### src/rtl/ra_pkg.sv
package ra_pkg;
  typedef enum logic [1:0] {
    RA_NORMAL  = 2'd0,
    RA_SPEC    = 2'd1,
    RA_RESTORE = 2'd2
  } ra_state_e;
endpackage

### src/rtl/ra_hold_reg.sv
module ra_hold_reg #(
  parameter int W = 8
) (
  input  logic         clk,
  input  logic         load,
  input  logic [W-1:0] d,
  output logic [W-1:0] q
);
  always_ff @(posedge clk) begin
    if (load) q <= d;
  end
endmodule

### src/rtl/ra_fsm.sv
module ra_fsm
  import ra_pkg::*;
#(
  parameter int TAG_W = 4
) (
  input  logic             clk,
  input  logic             rst_n,
  input  logic             head_valid,
  input  logic             head_long_miss,
  input  logic             fill_valid,
  input  logic [TAG_W-1:0] fill_tag,
  input  logic [TAG_W-1:0] held_tag,
  output logic             enter_o,
  output logic             bogus_o,
  output logic             spec_o,
  output logic             flush_o,
  output logic             restore_o,
  output logic             redirect_o
);
  ra_state_e state_q, state_d;
  logic      redirect_q;
  logic      head_miss;
  logic      tag_hit;

  assign head_miss = head_valid && head_long_miss;
  assign tag_hit   = fill_valid && (fill_tag == held_tag);

  always_comb begin
    state_d = state_q;
    unique case (state_q)
      RA_NORMAL:  if (head_miss) state_d = RA_SPEC;
      RA_SPEC:    if (tag_hit)   state_d = RA_RESTORE;
      RA_RESTORE: state_d = RA_NORMAL;
      default:    state_d = RA_NORMAL;
    endcase
  end

  always_ff @(posedge clk or negedge rst_n) begin
    if (!rst_n) begin
      state_q    <= RA_NORMAL;
      redirect_q <= 1'b0;
    end else begin
      state_q    <= state_d;
      redirect_q <= (state_q == RA_RESTORE);
    end
  end

  assign enter_o    = (state_q == RA_NORMAL) && head_miss;
  assign bogus_o    = ((state_q == RA_NORMAL) || (state_q == RA_SPEC)) && head_miss;
  assign spec_o     = (state_q != RA_NORMAL);
  assign flush_o    = (state_q == RA_RESTORE);
  assign restore_o  = (state_q == RA_RESTORE);
  assign redirect_o = redirect_q;

  assert_entry_cause_R1: assert property (@(posedge clk) disable iff (!rst_n)
    $rose(spec_o) |-> $past(head_valid && head_long_miss));
  assert_exit_on_tag_R7: assert property (@(posedge clk) disable iff (!rst_n)
    (state_q == RA_RESTORE) |-> $past(fill_valid && (fill_tag == held_tag)));
  assert_flush_then_redirect_R8: assert property (@(posedge clk) disable iff (!rst_n)
    flush_o |=> (!flush_o && redirect_o && !spec_o));
endmodule

### src/rtl/ra_mode_ctrl.sv
module ra_mode_ctrl #(
  parameter int AREGS     = 8,
  parameter int PREG_W    = 5,
  parameter int BHR_W     = 12,
  parameter int RAS_DEPTH = 4,
  parameter int PC_W      = 16,
  parameter int TAG_W     = 4
) (
  input  logic                      clk,
  input  logic                      rst_n,
  input  logic                      head_valid,
  input  logic                      head_long_miss,
  input  logic [PC_W-1:0]           head_pc,
  input  logic [TAG_W-1:0]          head_tag,
  input  logic [AREGS*PREG_W-1:0]   cur_map,
  input  logic [BHR_W-1:0]          cur_bhr,
  input  logic [RAS_DEPTH*PC_W-1:0] cur_ras,
  input  logic                      fill_valid,
  input  logic [TAG_W-1:0]          fill_tag,
  output logic                      ckpt_save,
  output logic                      bogus_retire,
  output logic                      spec_mode,
  output logic                      flush,
  output logic                      restore_valid,
  output logic [AREGS*PREG_W-1:0]   restore_map,
  output logic [BHR_W-1:0]          restore_bhr,
  output logic [RAS_DEPTH*PC_W-1:0] restore_ras,
  output logic                      redirect_valid,
  output logic [PC_W-1:0]           redirect_pc
);
  localparam int MAP_W = AREGS * PREG_W;

  logic             rst_meta_n, rst_sync_n;
  logic [TAG_W-1:0] saved_tag;

  always_ff @(posedge clk or negedge rst_n) begin
    if (!rst_n) begin
      rst_meta_n <= 1'b0;
      rst_sync_n <= 1'b0;
    end else begin
      rst_meta_n <= 1'b1;
      rst_sync_n <= rst_meta_n;
    end
  end

  ra_fsm #(.TAG_W(TAG_W)) u_fsm (
    .clk            (clk),
    .rst_n          (rst_sync_n),
    .head_valid     (head_valid),
    .head_long_miss (head_long_miss),
    .fill_valid     (fill_valid),
    .fill_tag       (fill_tag),
    .held_tag       (saved_tag),
    .enter_o        (ckpt_save),
    .bogus_o        (bogus_retire),
    .spec_o         (spec_mode),
    .flush_o        (flush),
    .restore_o      (restore_valid),
    .redirect_o     (redirect_valid)
  );

  ra_hold_reg #(.W(MAP_W)) u_map (
    .clk(clk), .load(ckpt_save), .d(cur_map), .q(restore_map));
  ra_hold_reg #(.W(BHR_W)) u_bhr (
    .clk(clk), .load(ckpt_save), .d(cur_bhr), .q(restore_bhr));
  ra_hold_reg #(.W(PC_W)) u_pc (
    .clk(clk), .load(ckpt_save), .d(head_pc), .q(redirect_pc));
  ra_hold_reg #(.W(TAG_W)) u_tag (
    .clk(clk), .load(ckpt_save), .d(head_tag), .q(saved_tag));

  for (genvar s = 0; s < RAS_DEPTH; s++) begin : g_ras_slot
    ra_hold_reg #(.W(PC_W)) u_slot (
      .clk  (clk),
      .load (ckpt_save),
      .d    (cur_ras[s*PC_W +: PC_W]),
      .q    (restore_ras[s*PC_W +: PC_W])
    );
  end

  assert_enter_spec_R5: assert property (@(posedge clk) disable iff (!rst_sync_n)
    ckpt_save |=> spec_mode);
  assert_ckpt_hold_R9: assert property (@(posedge clk) disable iff (!rst_sync_n)
    (spec_mode && $past(spec_mode)) |->
      ($stable(redirect_pc) && $stable(saved_tag) && $stable(restore_bhr)));
  assert_single_save_R9: assert property (@(posedge clk) disable iff (!rst_sync_n)
    ckpt_save |=> !ckpt_save);
endmodule

### config.mk
export PLATFORM = sky130hd
export DESIGN_NAME = ra_mode_ctrl
export DESIGN_NICKNAME = d
export VERILOG_FILES = /design/src/rtl/ra_pkg.sv /design/src/rtl/ra_hold_reg.sv /design/src/rtl/ra_fsm.sv /design/src/rtl/ra_mode_ctrl.sv
export SDC_FILE = /design/constraint.sdc
export NUM_CORES = 1
export LEC_CHECK = 0
export ABC_AREA = 1
export CAP_MARGIN = 20
export CORE_MARGIN = 2
export CORE_UTILIZATION = 36
export DETAILED_ROUTE_END_ITERATION = 16
export PLACE_DENSITY = 0.81
export REMOVE_ABC_BUFFERS = 1
export SETUP_SLACK_MARGIN = 0.15
export SYNTH_ARGS = -nofsm -noshare
export SYNTH_HDL_FRONTEND = slang
export SYNTH_SLANG_ARGS = --single-unit
### constraint.sdc
create_clock -name clk -period 7.7 [get_ports clk]
set_input_delay 1.54 -clock clk [delete_from_list [all_inputs] [get_ports clk]]
set_output_delay 1.54 -clock clk [all_outputs]
set_load 0.01 [all_outputs]
==> flow_summary.ini <==
[die]
num_rows = 40
dieArea_um2 = 13000
die_x_um = 114
die_h_um = 114
core_area_um2 = 11900
ios = 283
initial_core_util = 0.365

[global_routing]
antenna_found_initial = 0
grt.total_usage = 0.179
met3_usage = 0.0914
grt-ovfl-total = 0
groute.layer.met2.usage = 0.308
busiest_layer = met2
grt_pass1_vias = 3053
grt_max_degree = 139
use_met1 = 0.173
grt_pass1_wl_mm = 16.6

[worst_setup_path]
crit_path_end_kind = primary output
critPathKind = input pin to primary output
r2r_cells = 4
critPathTopFamily = buffers and inverters
crit_slowest_cell = clkdlybuf4s50_1
cpMostUsedCell = clkdlybuf4s50_1
r2r-start = u_fsm.state_q[1]
crit_fanout = 138
cp.required_ns = 6.16
path_buf_inv = 3
max_stage_delay_ns = 0.68
worst-r2r-setup-slack_ns = 5.96
r2r_end = u_tag.q[1]
crit_chain = clkdlybuf4s50_1 -> nand2_1 -> nor2_4 -> buf_12 -> clkdlybuf4s50_1
crit_arrival_ns = 3.54
cp-start-kind = input pin

[detailed_routing]
ant_nets = 0
viasPerCell = 4.44
wirelength_mm = 11.8
drtIter0Drc = 112
drcViolationCount = 0
drtPass1Iterations = 4
avgRoutedWirePerCell_um = 18.6
vias = 2828

[clocking]
cts_hold_buffers = 0
clock_path_buffers = 2
cts.sinks = 141
post-cts-setup-buffers = 0
clock_latency_ns = 0.41
cts_made_buffers = 17
cts_tree = yes
path_clk_slew_ns = 0.05
htree_num_levels = 4
cts_resized = 0
cts-root-buf = clkbuf_16

[sta]
maxSlewViolCount = 0
setup_tns_ns = 0
period_minus_slack_ns = 5.08
tightest_slew_ns = 0.797
fmax_mhz = 197
finalSetupViolations = 0
slew_headroom = 0.469
hold_viol_final = 0
grt_setup_unrepaired = no
fin_skew_ns = 0.00672
fin_crit_sh = 0.659
hold_slack_ns = 0.0418

[power_and_ir_drop]
ir_worst_vdd_uv = 183
power_density_nw_per_um2 = 254
leakagePower_nw = 2.79
totalPowerFinal_mw = 2.02

[cells_and_area]
final_common_cell = clkdlybuf4s50_1
finalNetCount = 622
drive_gt1_frac = 0.0653
area_delta_synth_final_pct = 82.7
antenna_cells = 0
final_cell_mix = 282 x clkdlybuf4s50_1, 136 x edfxtp_1, 17 x clkbuf_16

[yosys]
synth_area_leaders = edfxtp_1 94%, dfrtp_1 2.9%, nand2_1 1.1%, inv_1 0.86%, nor2_1 0.60%
postSynthAreaPerCell_um2 = 24.7
ys_seq_area_frac = 0.967
yosysTopAreaCellShare = 0.938
ys_types = 10
synth_cells = 176
synth_area_um2 = 4350
synth-seq-cells = 141
yosysTopAreaCell = edfxtp_1
yosysWarnings = 0

[placement]
io_buffers = 282
dp_hpwl_mm = 8.49
place.gp.congestion = 0.780

[run]
max_cap_viol_count = 0

[hold_path]
min_path_type = register to asynchronous set/reset pin

[outcome]
outcome = finished, final reports clean
[Yosys cell counts]
library cell	instances
edfxtp_1	136
nand2_1	13
inv_1	10
nor2_1	7
dfrtp_1	5
buf_4	1
conb_1	1
nand3_1	1
nor2_2	1
o21a_1	1
[cell type report]
class / count / area (µm²)
Clock buffer: 17 / 425
Clock inverter: 15 / 149
Fill cell: 827 / 3960
Inverter: 10 / 37.5
Multi-Input combinational cell: 24 / 103
Sequential cell: 141 / 4210
Tap cell: 147 / 184
Timing Repair Buffer: 283 / 2840
[per-layer routing]
metal	up-vias	share of wire
met1	1358	0.34
met3	32	0.10
met5	-	0
li1	1274	-
met4	0	0.036
met2	164	0.52
[flip-flops by register name, summed over array words and instances (netlist names)]
name                 cells
u_map.q                 40
rst_sync_n               1
u_fsm.redirect_o         1
u_tag.q                  4
rst_meta_n               1
u_fsm.state_q            2
u_bhr.q                 12
g_ras_slot.u_slot.q     64
u_pc.q                  16
[power breakdown]
part	switching, mW	internal (mW)
Clock	0.307	0.474
Sequential	0.0200	0.930
Combinational	0.120	0.167
Total	0.447	1.57
[cell families after synthesis]
kind of cell | after synthesis | synth area share
other cells | 1 | 0.000862
simple gates | 22 | 0.0198
compound gates | 1 | 0.00173
buf+inv | 11 | 0.0104
flops | 141 | 0.967
[through the flow]
stage	area (µm²)	std cells	worst slack (ns)	utilization
6_report	7950	637	2.62	0.667
4_1_cts	7950	637	2.61	0.667
3_5_place_dp	7380	605	2.63	0.619
2_1_floorplan	4340	175	0.971	-
5_1_grt	7950	637	2.52	0.667
3_3_place_gp	7380	605	2.68	0.619
[how the worst max path moves through the flow]
stage                        start         to  slack (ns)  depth (start not counted)
floorplan               head_valid  ckpt_save        0.97                          2
global placement        head_valid  ckpt_save        2.68                          5
detailed placement      head_valid  ckpt_save        2.63                          5
CTS                     head_valid  ckpt_save        2.61                          5
global route        head_long_miss  ckpt_save        2.52                          5
finish                  head_valid  ckpt_save        2.62                          5
(Power assumes the default switching activity.)
